==> config.mk <==
export PLATFORM = sky130hd
export DESIGN_NAME = adcemu_top
export DESIGN_NICKNAME = d
export VERILOG_FILES = /design/src/rtl/adcemu_pkg.sv /design/src/rtl/adcemu_edge.sv /design/src/rtl/adcemu_conv.sv /design/src/rtl/adcemu_shift.sv /design/src/rtl/adcemu_top.sv
export SDC_FILE = /design/constraint.sdc
export NUM_CORES = 1
export LEC_CHECK = 0
export ABC_AREA = 1
export BUFFER_PORTS_ARGS = -buffer_cell sky130_fd_sc_hd__buf_2
export CAP_MARGIN = 20
export CORE_MARGIN = 4
export CORE_UTILIZATION = 50
export CTS_BUF_LIST = sky130_fd_sc_hd__clkbuf_16
export DETAILED_ROUTE_END_ITERATION = 8
export PLACE_DENSITY = 0.7
export SYNTH_ARGS = -nofsm -noshare
export SYNTH_HDL_FRONTEND = slang
export SYNTH_SLANG_ARGS = --single-unit
==> constraint.sdc <==
create_clock -name clk -period 2.4 [get_ports clk]
set_input_delay 0.12 -clock clk [delete_from_list [all_inputs] [get_ports clk]]
set_output_delay 0.12 -clock clk [all_outputs]
set_load 0.02 [all_outputs]
==> src/rtl/adcemu_pkg.sv <==
// adcemu_pkg: types shared by the serial source blocks.
// Assumes nothing beyond IEEE 1800-2017 packed types.
package adcemu_pkg;

    // Lane layout latched at the start of a read frame.
    typedef enum logic {
        LANE_DUAL   = 1'b0,
        LANE_SINGLE = 1'b1
    } lane_mode_e;

endpackage : adcemu_pkg

==> src/rtl/adcemu_edge.sv <==
// adcemu_edge: finds rising and falling edges on N level inputs that are
// sampled by clk. Assumes the inputs are already synchronous to clk and
// hold each level for at least one clock. RST_LVL gives the level assumed
// before reset ends, so an idle pin shows no edge when reset is released.
module adcemu_edge #(
    parameter int          N       = 3,
    parameter logic [N-1:0] RST_LVL = '0
) (
    input  logic         clk,
    input  logic         rst_n,
    input  logic [N-1:0] lvl,
    output logic [N-1:0] rise,
    output logic [N-1:0] fall
);

    logic [N-1:0] prev_q;

    // Hold the previous sample of every input.
    always_ff @(posedge clk) begin
        if (!rst_n) begin
            prev_q <= RST_LVL;
        end else begin
            prev_q <= lvl;
        end
    end

    // Per-bit edge decode.
    for (genvar g = 0; g < N; g++) begin : g_bit
        assign rise[g] = lvl[g] & ~prev_q[g];
        assign fall[g] = ~lvl[g] & prev_q[g];
    end

endmodule : adcemu_edge

==> src/rtl/adcemu_conv.sv <==
// adcemu_conv: conversion timer and result store. A start edge taken while
// idle copies both sample words and holds busy high for CONV_CYCLES clocks.
// Start edges taken while busy are dropped. Assumes CONV_CYCLES >= 1.
module adcemu_conv #(
    parameter int WORD_W      = 16,
    parameter int CONV_CYCLES = 20
) (
    input  logic              clk,
    input  logic              rst_n,
    input  logic              start_rise,
    input  logic [WORD_W-1:0] smp_a,
    input  logic [WORD_W-1:0] smp_b,
    output logic              busy,
    output logic [WORD_W-1:0] res_a,
    output logic [WORD_W-1:0] res_b
);

    localparam int CNT_W = (CONV_CYCLES > 1) ? $clog2(CONV_CYCLES) : 1;
    localparam logic [CNT_W-1:0] CNT_LOAD = CNT_W'(CONV_CYCLES - 1);

    logic             busy_q;
    logic [CNT_W-1:0] left_q;

    // Start, count down and finish a conversion; capture words at start.
    always_ff @(posedge clk) begin
        if (!rst_n) begin
            busy_q <= 1'b0;
            left_q <= '0;
            res_a  <= '0;
            res_b  <= '0;
        end else if (start_rise && !busy_q) begin
            busy_q <= 1'b1;
            left_q <= CNT_LOAD;
            res_a  <= smp_a;
            res_b  <= smp_b;
        end else if (busy_q) begin
            if (left_q == '0) begin
                busy_q <= 1'b0;
            end else begin
                left_q <= left_q - CNT_W'(1);
            end
        end
    end

    assign busy = busy_q;

endmodule : adcemu_conv

==> src/rtl/adcemu_shift.sv <==
// adcemu_shift: read-frame serialiser. A chip-select fall copies the stored
// pair and the lane mode into a frame register, unless a one-lane frame was
// paused at the word boundary, in which case the old copy and position are
// kept. Serial clock rises step a bit pointer; the lines are registered from
// next-state values, so each change shows one clock after the pin edge.
// Assumes the chip-select and serial clock edges come from adcemu_edge.
module adcemu_shift
    import adcemu_pkg::*;
#(
    parameter int WORD_W = 16
) (
    input  logic              clk,
    input  logic              rst_n,
    input  logic              cs_low,
    input  logic              cs_fall,
    input  logic              cs_rise,
    input  logic              sclk_rise,
    input  lane_mode_e        mode_in,
    input  logic [WORD_W-1:0] res_a,
    input  logic [WORD_W-1:0] res_b,
    output logic              sdo_a,
    output logic              sdo_a_oe,
    output logic              sdo_b,
    output logic              sdo_b_oe
);

    localparam int FRAME_W = 2 * WORD_W;
    localparam int PTR_W   = $clog2(FRAME_W + 1);
    localparam logic [PTR_W-1:0] HALF = PTR_W'(WORD_W);
    localparam logic [PTR_W-1:0] FULL = PTR_W'(FRAME_W);

    logic [FRAME_W-1:0] frame_q, frame_d;
    lane_mode_e         mode_q, mode_d;
    logic [PTR_W-1:0]   ptr_q, ptr_d;
    logic               resume_q, resume_d;
    logic [PTR_W-1:0]   lim_q, lim_d;
    logic [FRAME_W-1:0] view;
    logic               more;
    logic               a_d, b_d, oe_a_d, oe_b_d;

    assign lim_q = (mode_q == LANE_SINGLE) ? FULL : HALF;
    assign lim_d = (mode_d == LANE_SINGLE) ? FULL : HALF;

    // Frame, mode, pointer and resume flag; a chip-select fall wins over sclk.
    always_comb begin
        frame_d  = frame_q;
        mode_d   = mode_q;
        ptr_d    = ptr_q;
        resume_d = resume_q;
        if (cs_fall) begin
            if (!resume_q) begin
                frame_d = {res_a, res_b};
                mode_d  = mode_in;
                ptr_d   = '0;
            end
            resume_d = 1'b0;
        end else if (cs_rise) begin
            resume_d = (mode_q == LANE_SINGLE) && (ptr_q == HALF);
        end else if (cs_low && sclk_rise && (ptr_q < lim_q)) begin
            ptr_d = ptr_q + PTR_W'(1);
        end
    end

    // Line values for the next clock: bit under the pointer, zero past the end.
    always_comb begin
        view   = frame_d << ptr_d;
        more   = ptr_d < lim_d;
        oe_a_d = cs_low;
        oe_b_d = cs_low && (mode_d == LANE_DUAL);
        a_d    = oe_a_d && more && view[FRAME_W-1];
        b_d    = oe_b_d && more && view[WORD_W-1];
    end

    // Register frame state and all four line outputs.
    always_ff @(posedge clk) begin
        if (!rst_n) begin
            frame_q  <= '0;
            mode_q   <= LANE_DUAL;
            ptr_q    <= '0;
            resume_q <= 1'b0;
            sdo_a    <= 1'b0;
            sdo_a_oe <= 1'b0;
            sdo_b    <= 1'b0;
            sdo_b_oe <= 1'b0;
        end else begin
            frame_q  <= frame_d;
            mode_q   <= mode_d;
            ptr_q    <= ptr_d;
            resume_q <= resume_d;
            sdo_a    <= a_d;
            sdo_a_oe <= oe_a_d;
            sdo_b    <= b_d;
            sdo_b_oe <= oe_b_d;
        end
    end

endmodule : adcemu_shift

==> src/rtl/adcemu_top.sv <==
// adcemu_top: device-side serial source for two sample words. It ties the
// pin edge detector, the conversion timer and the frame serialiser together.
// Assumes conv_start, cs_n and sclk are synchronous to clk, and that each
// sclk phase lasts at least one clk period.
module adcemu_top
    import adcemu_pkg::*;
#(
    parameter int WORD_W      = 16,
    parameter int CONV_CYCLES = 20
) (
    input  logic              clk,
    input  logic              rst_n,
    input  logic              conv_start,
    input  logic              cs_n,
    input  logic              sclk,
    input  logic              one_wire,
    input  logic [WORD_W-1:0] smp_a,
    input  logic [WORD_W-1:0] smp_b,
    output logic              busy,
    output logic              sdo_a,
    output logic              sdo_a_oe,
    output logic              sdo_b,
    output logic              sdo_b_oe
);

    localparam int PIN_N   = 3;
    localparam int IX_SCLK = 0;
    localparam int IX_CS   = 1;
    localparam int IX_CONV = 2;

    logic [PIN_N-1:0]  pin_lvl, pin_rise, pin_fall;
    logic [WORD_W-1:0] res_a, res_b;
    lane_mode_e        mode_in;

    assign pin_lvl = {conv_start, cs_n, sclk};
    assign mode_in = one_wire ? LANE_SINGLE : LANE_DUAL;

    // Pin edges; chip select idles high, the others low.
    adcemu_edge #(
        .N      (PIN_N),
        .RST_LVL(PIN_N'(1) << IX_CS)
    ) edge_i (
        .clk  (clk),
        .rst_n(rst_n),
        .lvl  (pin_lvl),
        .rise (pin_rise),
        .fall (pin_fall)
    );

    // Conversion timing and word capture.
    adcemu_conv #(
        .WORD_W     (WORD_W),
        .CONV_CYCLES(CONV_CYCLES)
    ) conv_i (
        .clk       (clk),
        .rst_n     (rst_n),
        .start_rise(pin_rise[IX_CONV]),
        .smp_a     (smp_a),
        .smp_b     (smp_b),
        .busy      (busy),
        .res_a     (res_a),
        .res_b     (res_b)
    );

    // Read frames on one or two lines.
    adcemu_shift #(
        .WORD_W(WORD_W)
    ) shift_i (
        .clk      (clk),
        .rst_n    (rst_n),
        .cs_low   (~cs_n),
        .cs_fall  (pin_fall[IX_CS]),
        .cs_rise  (pin_rise[IX_CS]),
        .sclk_rise(pin_rise[IX_SCLK]),
        .mode_in  (mode_in),
        .res_a    (res_a),
        .res_b    (res_b),
        .sdo_a    (sdo_a),
        .sdo_a_oe (sdo_a_oe),
        .sdo_b    (sdo_b),
        .sdo_b_oe (sdo_b_oe)
    );

endmodule : adcemu_top

Word-level counts from Yosys, hierarchy flattened
Cells that the tools add are included.

word-level totals
  register bits after elaboration = 85
  bits of input ports = 38
  output and inout bits = 5

cells by class
  $add $sub $neg = 2
  order comparisons = 2
  eq/ne operators = 2
  shifts and indexed selects = 1
  mux-type cells = 17
  bitwise logic cells = 11
  reduce and logical (&&, ||, !) cells = 16

operators with widths
  kind                                                                      count
  32-bit 2-to-1 mux                                                         2
  6-bit 2-to-1 mux                                                          6
  32-bit by 6-bit left shift with 32-bit output                             1
  5-bit 2-to-1 mux                                                          3
  6-bit < comparator                                                        2
  1-bit logical AND                                                         9
  1-bit inverter                                                            7
  6-bit by 1-bit adder with 6-bit output (second input constant)            1
  6-bit by 5-bit equality test with 1-bit output (second input constant)    1
  1-bit 2-to-1 mux                                                          6
  5-bit zero test                                                           1
  5-bit by 1-bit subtractor with 5-bit output (second input constant)       1
  1-bit bitwise AND                                                         4
  2-bit AND reduction                                                       2
  2-bit OR reduction                                                        2
  2-bit by 1-bit inequality test with 1-bit output (second input constant)  1
  2-bit nonzero test                                                        1
  1-bit zero test                                                           1

Logic depth before layout (Yosys ltp)
  word-level depth = 10
  gate-level depth with buffers = 17

Hierarchy
From an unflattened synthesis, not the netlist that was laid out.

second synthesis, totals
  cell total of the unflattened synthesis = 488
  area total of the unflattened synthesis = 3,883.7 µm²

modules (own cells, without submodules)
  module        times used  cells each  area an instance (µm²)  seq. area each (µm²)
  adcemu_shift  1           285         2,254.7                 880.8
  adcemu_conv   1           182         1,496.4                 760.7
  adcemu_edge   1           20          128.9                   60.1
  adcemu_top    1           1           3.8                     0.0

Least setup slack after synthesis
No wires, ideal clock.

  path type = reg-to-reg
  from = reg shift_i.mode_q
  to = reg shift_i.sdo_a
  library setup time = 0.115 ns
  data arrival time = 1.744 ns
  required time = 2.285 ns
  slack = 0.541 ns
  cell stages (with the launch flop) = 14
  buffers on the path = 1
  path through = dfxtp_1 > inv_1 > ha_1 > o21ai_4 > nand3_2 > nand2_1 > nand2_2 > buf_6 > nand2_1 > nand3_1 > nand3_1 > nand3_1 > a21oi_1 > nor2_1

on the way
  longest elaborated chain between the ends = 9
  elaborated cells on any way between the ends = 13

RTL lines
  item                                                        line                text
  start, declared                                             adcemu_shift.sv:33  lane_mode_e mode_q, mode_d;
  start signal, assigned                                      adcemu_shift.sv:87  mode_q <= mode_d;
  branches (longest 8 deep; another with 6-bit < comparator)  --
  1-bit logical AND *                                         adcemu_shift.sv:70  a_d = oe_a_d && more && view[FRAME_W-1];
  end signal, assigned                                        adcemu_shift.sv:81  sdo_a <= 1'b0;
  end signal, assigned                                        adcemu_shift.sv:90  sdo_a <= a_d;
  end, declared                                               adcemu_shift.sv:21  output logic sdo_a,

Every way passes the cells marked *.
A chain may end at the register's enable or synchronous reset.

Final worst setup path
Ends and elaborated chain as after synthesis.

==> out/metrics.cfg <==
[setup_path]
critical_path.startpoint_type = flop
critical_path.endpoint_type = flop
critPathMaxStageDelay_ns = 0.38
setup.worst_path.start = shift_i.mode_q$_SDFF_PN0_
critical-path-top-cell-by-count = nand2_1
crit_required_ns = 2.63
cp_data_arrival_time_ns = 2.33
worst_r2r_startpoint = shift_i.mode_q$_SDFF_PN0_
critPathSlowestCell = dfxtp_1
crit-reg2reg-capture = shift_i.sdo_a$_SDFF_PN0_
critical_path.cell_chain = inv_1 -> ha_1 -> o21ai_4 -> nand3_2 -> nand2_1 -> nand2_2 -> nand2_1 -> nand3_1 -> nand3_1 -> nand3_1 -> nand2_1 -> nand2_1 -> nand2_1 -> nor2_1
reg2reg_depth = 14
crit_path_max_fanout = 15
timing_worst_setup_path_type = flop to flop
setup.reg_to_reg.worst_slack_ns = 0.30

[synthesis]
post_synth.cell_area_avg_um2 = 7.07
synthesis.nets = 583
syn-instance-count = 540
netlist.area_leader.share = 0.446
synth.area.top_cells = dfxtp_1, nor2_1, inv_1
postSynth.topFlopCell = dfxtp_1
synthTopCellsByCount = nor2_1, inv_1, dfxtp_1, nand2_1, nand3_1
synth_seq_area_share = 0.446
post_synth_instance_area_um2 = 3820
synth.largest_area_cell = dfxtp_1
synthArstFlopShare = 0
yosysUniqueCellTypes = 28
yosysMostFrequentCell = nor2_1
synth.ff_latch_count = 85
yosys_warnings = 0
synth-edff-count = 0

[routing]
drt-initial-drc-count = 148
post_drt_wl_per_cell_um = 11.5
routed-via-count = 3274
routed_wire_length_mm = 7.87
detail_route.drc_violations = 0
ant_nets = 0
first_pass_iters = 4
avgViaCountPerCell = 4.80

[timing]
setup_violators_final = 0
crit_path_time_final_ns = 2.10
max_freq_mhz = 475
fin_worst_skew_ns = 0.00385
slew_violations = 0
rsz0062_at_grt = no
tightestPinTransition_ns = 0.464
timing.setup.tns_ns = 0
max_slew_margin = 0.691
final.period_utilization = 0.877
hold_violation_count_in_the_final_report = 0

[floorplan]
floorplan.rows = 31
coreArea_um2 = 7330
initial_cell_density_of_the_core = 0.521
boundaryPins = 43
chipHeight_um = 95.4
die_x_extent_um = 95.4
die_area_um2 = 9090

[clocking]
cts_root_buf = clkbuf_16
post_cts_sizing = 0
clock_sinks = 85
cts_inserted_buffers = 9
clock_latency_ns = 0.33
clock_tree.buffer_depth = 2
cts_tree = yes
cts_htree_levels = 3
clk_transition_reported_paths_ns = 0.06

[global_routing]
antenna_found_initial = 0
global_route.usage.met3 = 0.0418
most_crowded_layer_after_global_routing = met2
grt_pass1_wl_mm = 13.8
groute.usage.overall = 0.191
grt_pass1_vias = 3123
grt_start_max_net_pins = 44
globalRouteMet2Util = 0.322
global_route.overflow_total = 0
grt_util_met1 = 0.245

[layout]
flow.area_growth_from_synthesis_pct = 15.2
layout.nets = 621
antennaDiodeCount = 0
final_core_util = 0.600
drive_above_1_share = 0.137

[power_and_ir_drop]
leakagePower_nw = 2.05
power_share_of_the_combinational_group = 0.131
net-switching-power_mw = 0.878
power.density_cell_area_nw_per_um2 = 767
internal-power_mw = 2.49
peakVddDrop_v = 0.000514
sequentialPowerShare = 0.461
power_share_of_the_clock_group = 0.407
netSwitchingFraction = 0.261

[job]
cap_viol_max_count = 0

[min_path]
hold_path_startpoint = smp_a[12]
hp_class = primary input to flop
hold-path-endpoint = conv_i.res_a[12]$_SDFFE_PN0P_
timing.hold.worst_path_depth = 3

[status]
outcome = finished, final reports clean

[placed_design]
gpl.final_weighted_congestion = 0.906
hpwlAfterDp_mm = 5.55
portBuffers = 42

routing by layer:
metal  wire [µm]  vias to the layer above
li1            -                     1743
met1        3840                     1475
met2        3630                       50
met3         314                        6
met4          82                        0
met5           0                        -
through the flow:
stage	setup slack (ns)	hold WS [ns]	total power [mW]	instance area, µm²	cells
6_report	0.295	0.00793	3.37	4400	682
4_1_cts	0.300	0.00167	3.41	4400	682
2_1_floorplan	0.541	0.204	1.91	3820	540
3_5_place_dp	0.317	0.320	2.03	4080	664
3_3_place_gp	0.404	0.313	2.01	4080	664
5_1_grt	0.0630	0.0147	3.55	4400	682
layout by cell type (no fill, tap or decap), drive strengths merged, types with 2 or more instances in the layout:
master / synthesis / routed
nor2: 105 / 105
clkbuf: 15 / 9
o21ai: 44 / 44
buf: 9 / 49
nand4: 5 / 5
nand3: 38 / 38
dfxtp: 85 / 85
nor3: 7 / 7
clkinvlp: 0 / 2
clkinv: 1 / 3
nand2: 91 / 91
a21oi: 9 / 9
o21a: 27 / 27
inv: 94 / 96
ha: 5 / 5
dlygate4sd3: 0 / 2
a221oi: 2 / 2
cell type report:
class / count / area [µm²]
clock buffers: 9 / 225
inverters: 95 / 357
fillers: 707 / 2940
flip-flops and latches: 85 / 1700
repair buffers: 51 / 283
well taps: 99 / 124
multi-input cells: 336 / 1630
clock inverters: 7 / 75.1
power groups by stage:
stage / clock [mW] / combinational [mW] / sequential [mW]
floorplan: 0 / 0.332 / 1.58
global placement: 0 / 0.431 / 1.58
detailed placement: 0 / 0.441 / 1.59
CTS: 1.41 / 0.448 / 1.56
global route: 1.47 / 0.517 / 1.56
finish: 1.37 / 0.443 / 1.55
critical path: cells and delay by family (launching register included):
kind | cells | cell delay [ns]
simple gates | 11 | 1.10
flops | 1 | 0.38
fa+ha+maj | 1 | 0.32
buf+inv | 1 | 0.09
compound gates | 1 | 0.11
worst max-delay path by stage:
stage | endpoint | slack, ns | depth (start not counted)
floorplan | shift_i.sdo_a$_SDFF_PN0_ | 0.54 | 13
global placement | shift_i.sdo_a$_SDFF_PN0_ | 0.40 | 14
detailed placement | shift_i.sdo_a$_SDFF_PN0_ | 0.32 | 14
CTS | shift_i.sdo_a$_SDFF_PN0_ | 0.30 | 14
global route | shift_i.sdo_a$_SDFF_PN0_ | 0.06 | 16
finish | shift_i.sdo_a$_SDFF_PN0_ | 0.30 | 14
state kept, by name (all words and copies together), names as in the netlist:
signal	count
conv_i.busy	1
conv_i.left_q	5
conv_i.res_a	16
conv_i.res_b	16
edge_i.prev_q	3
shift_i.frame_q	32
shift_i.mode_q	1
shift_i.ptr_q	6
shift_i.resume_q	1
shift_i.sdo_a	1
shift_i.sdo_a_oe	1
shift_i.sdo_b	1
shift_i.sdo_b_oe	1
repair_timing:
action / CTS / global route
endpoints found under the setup margin: 0 / 0
hold buffers: 2 / 0
buffers inserted: 0 / 0
hold endpoints to repair: 2 / 0
cells by family after synthesis:
| group | share of synthesized area |
|---|---|
| and+or+nand+nor | 0.273 |
| buffers and inverters | 0.128 |
| DFF | 0.446 |
| AOI/OAI and AO/OA | 0.134 |
| adders and majority gates | 0.0164 |
| xor gates and xnor gates | 0.00230 |
(Power assumes the default switching activity.)
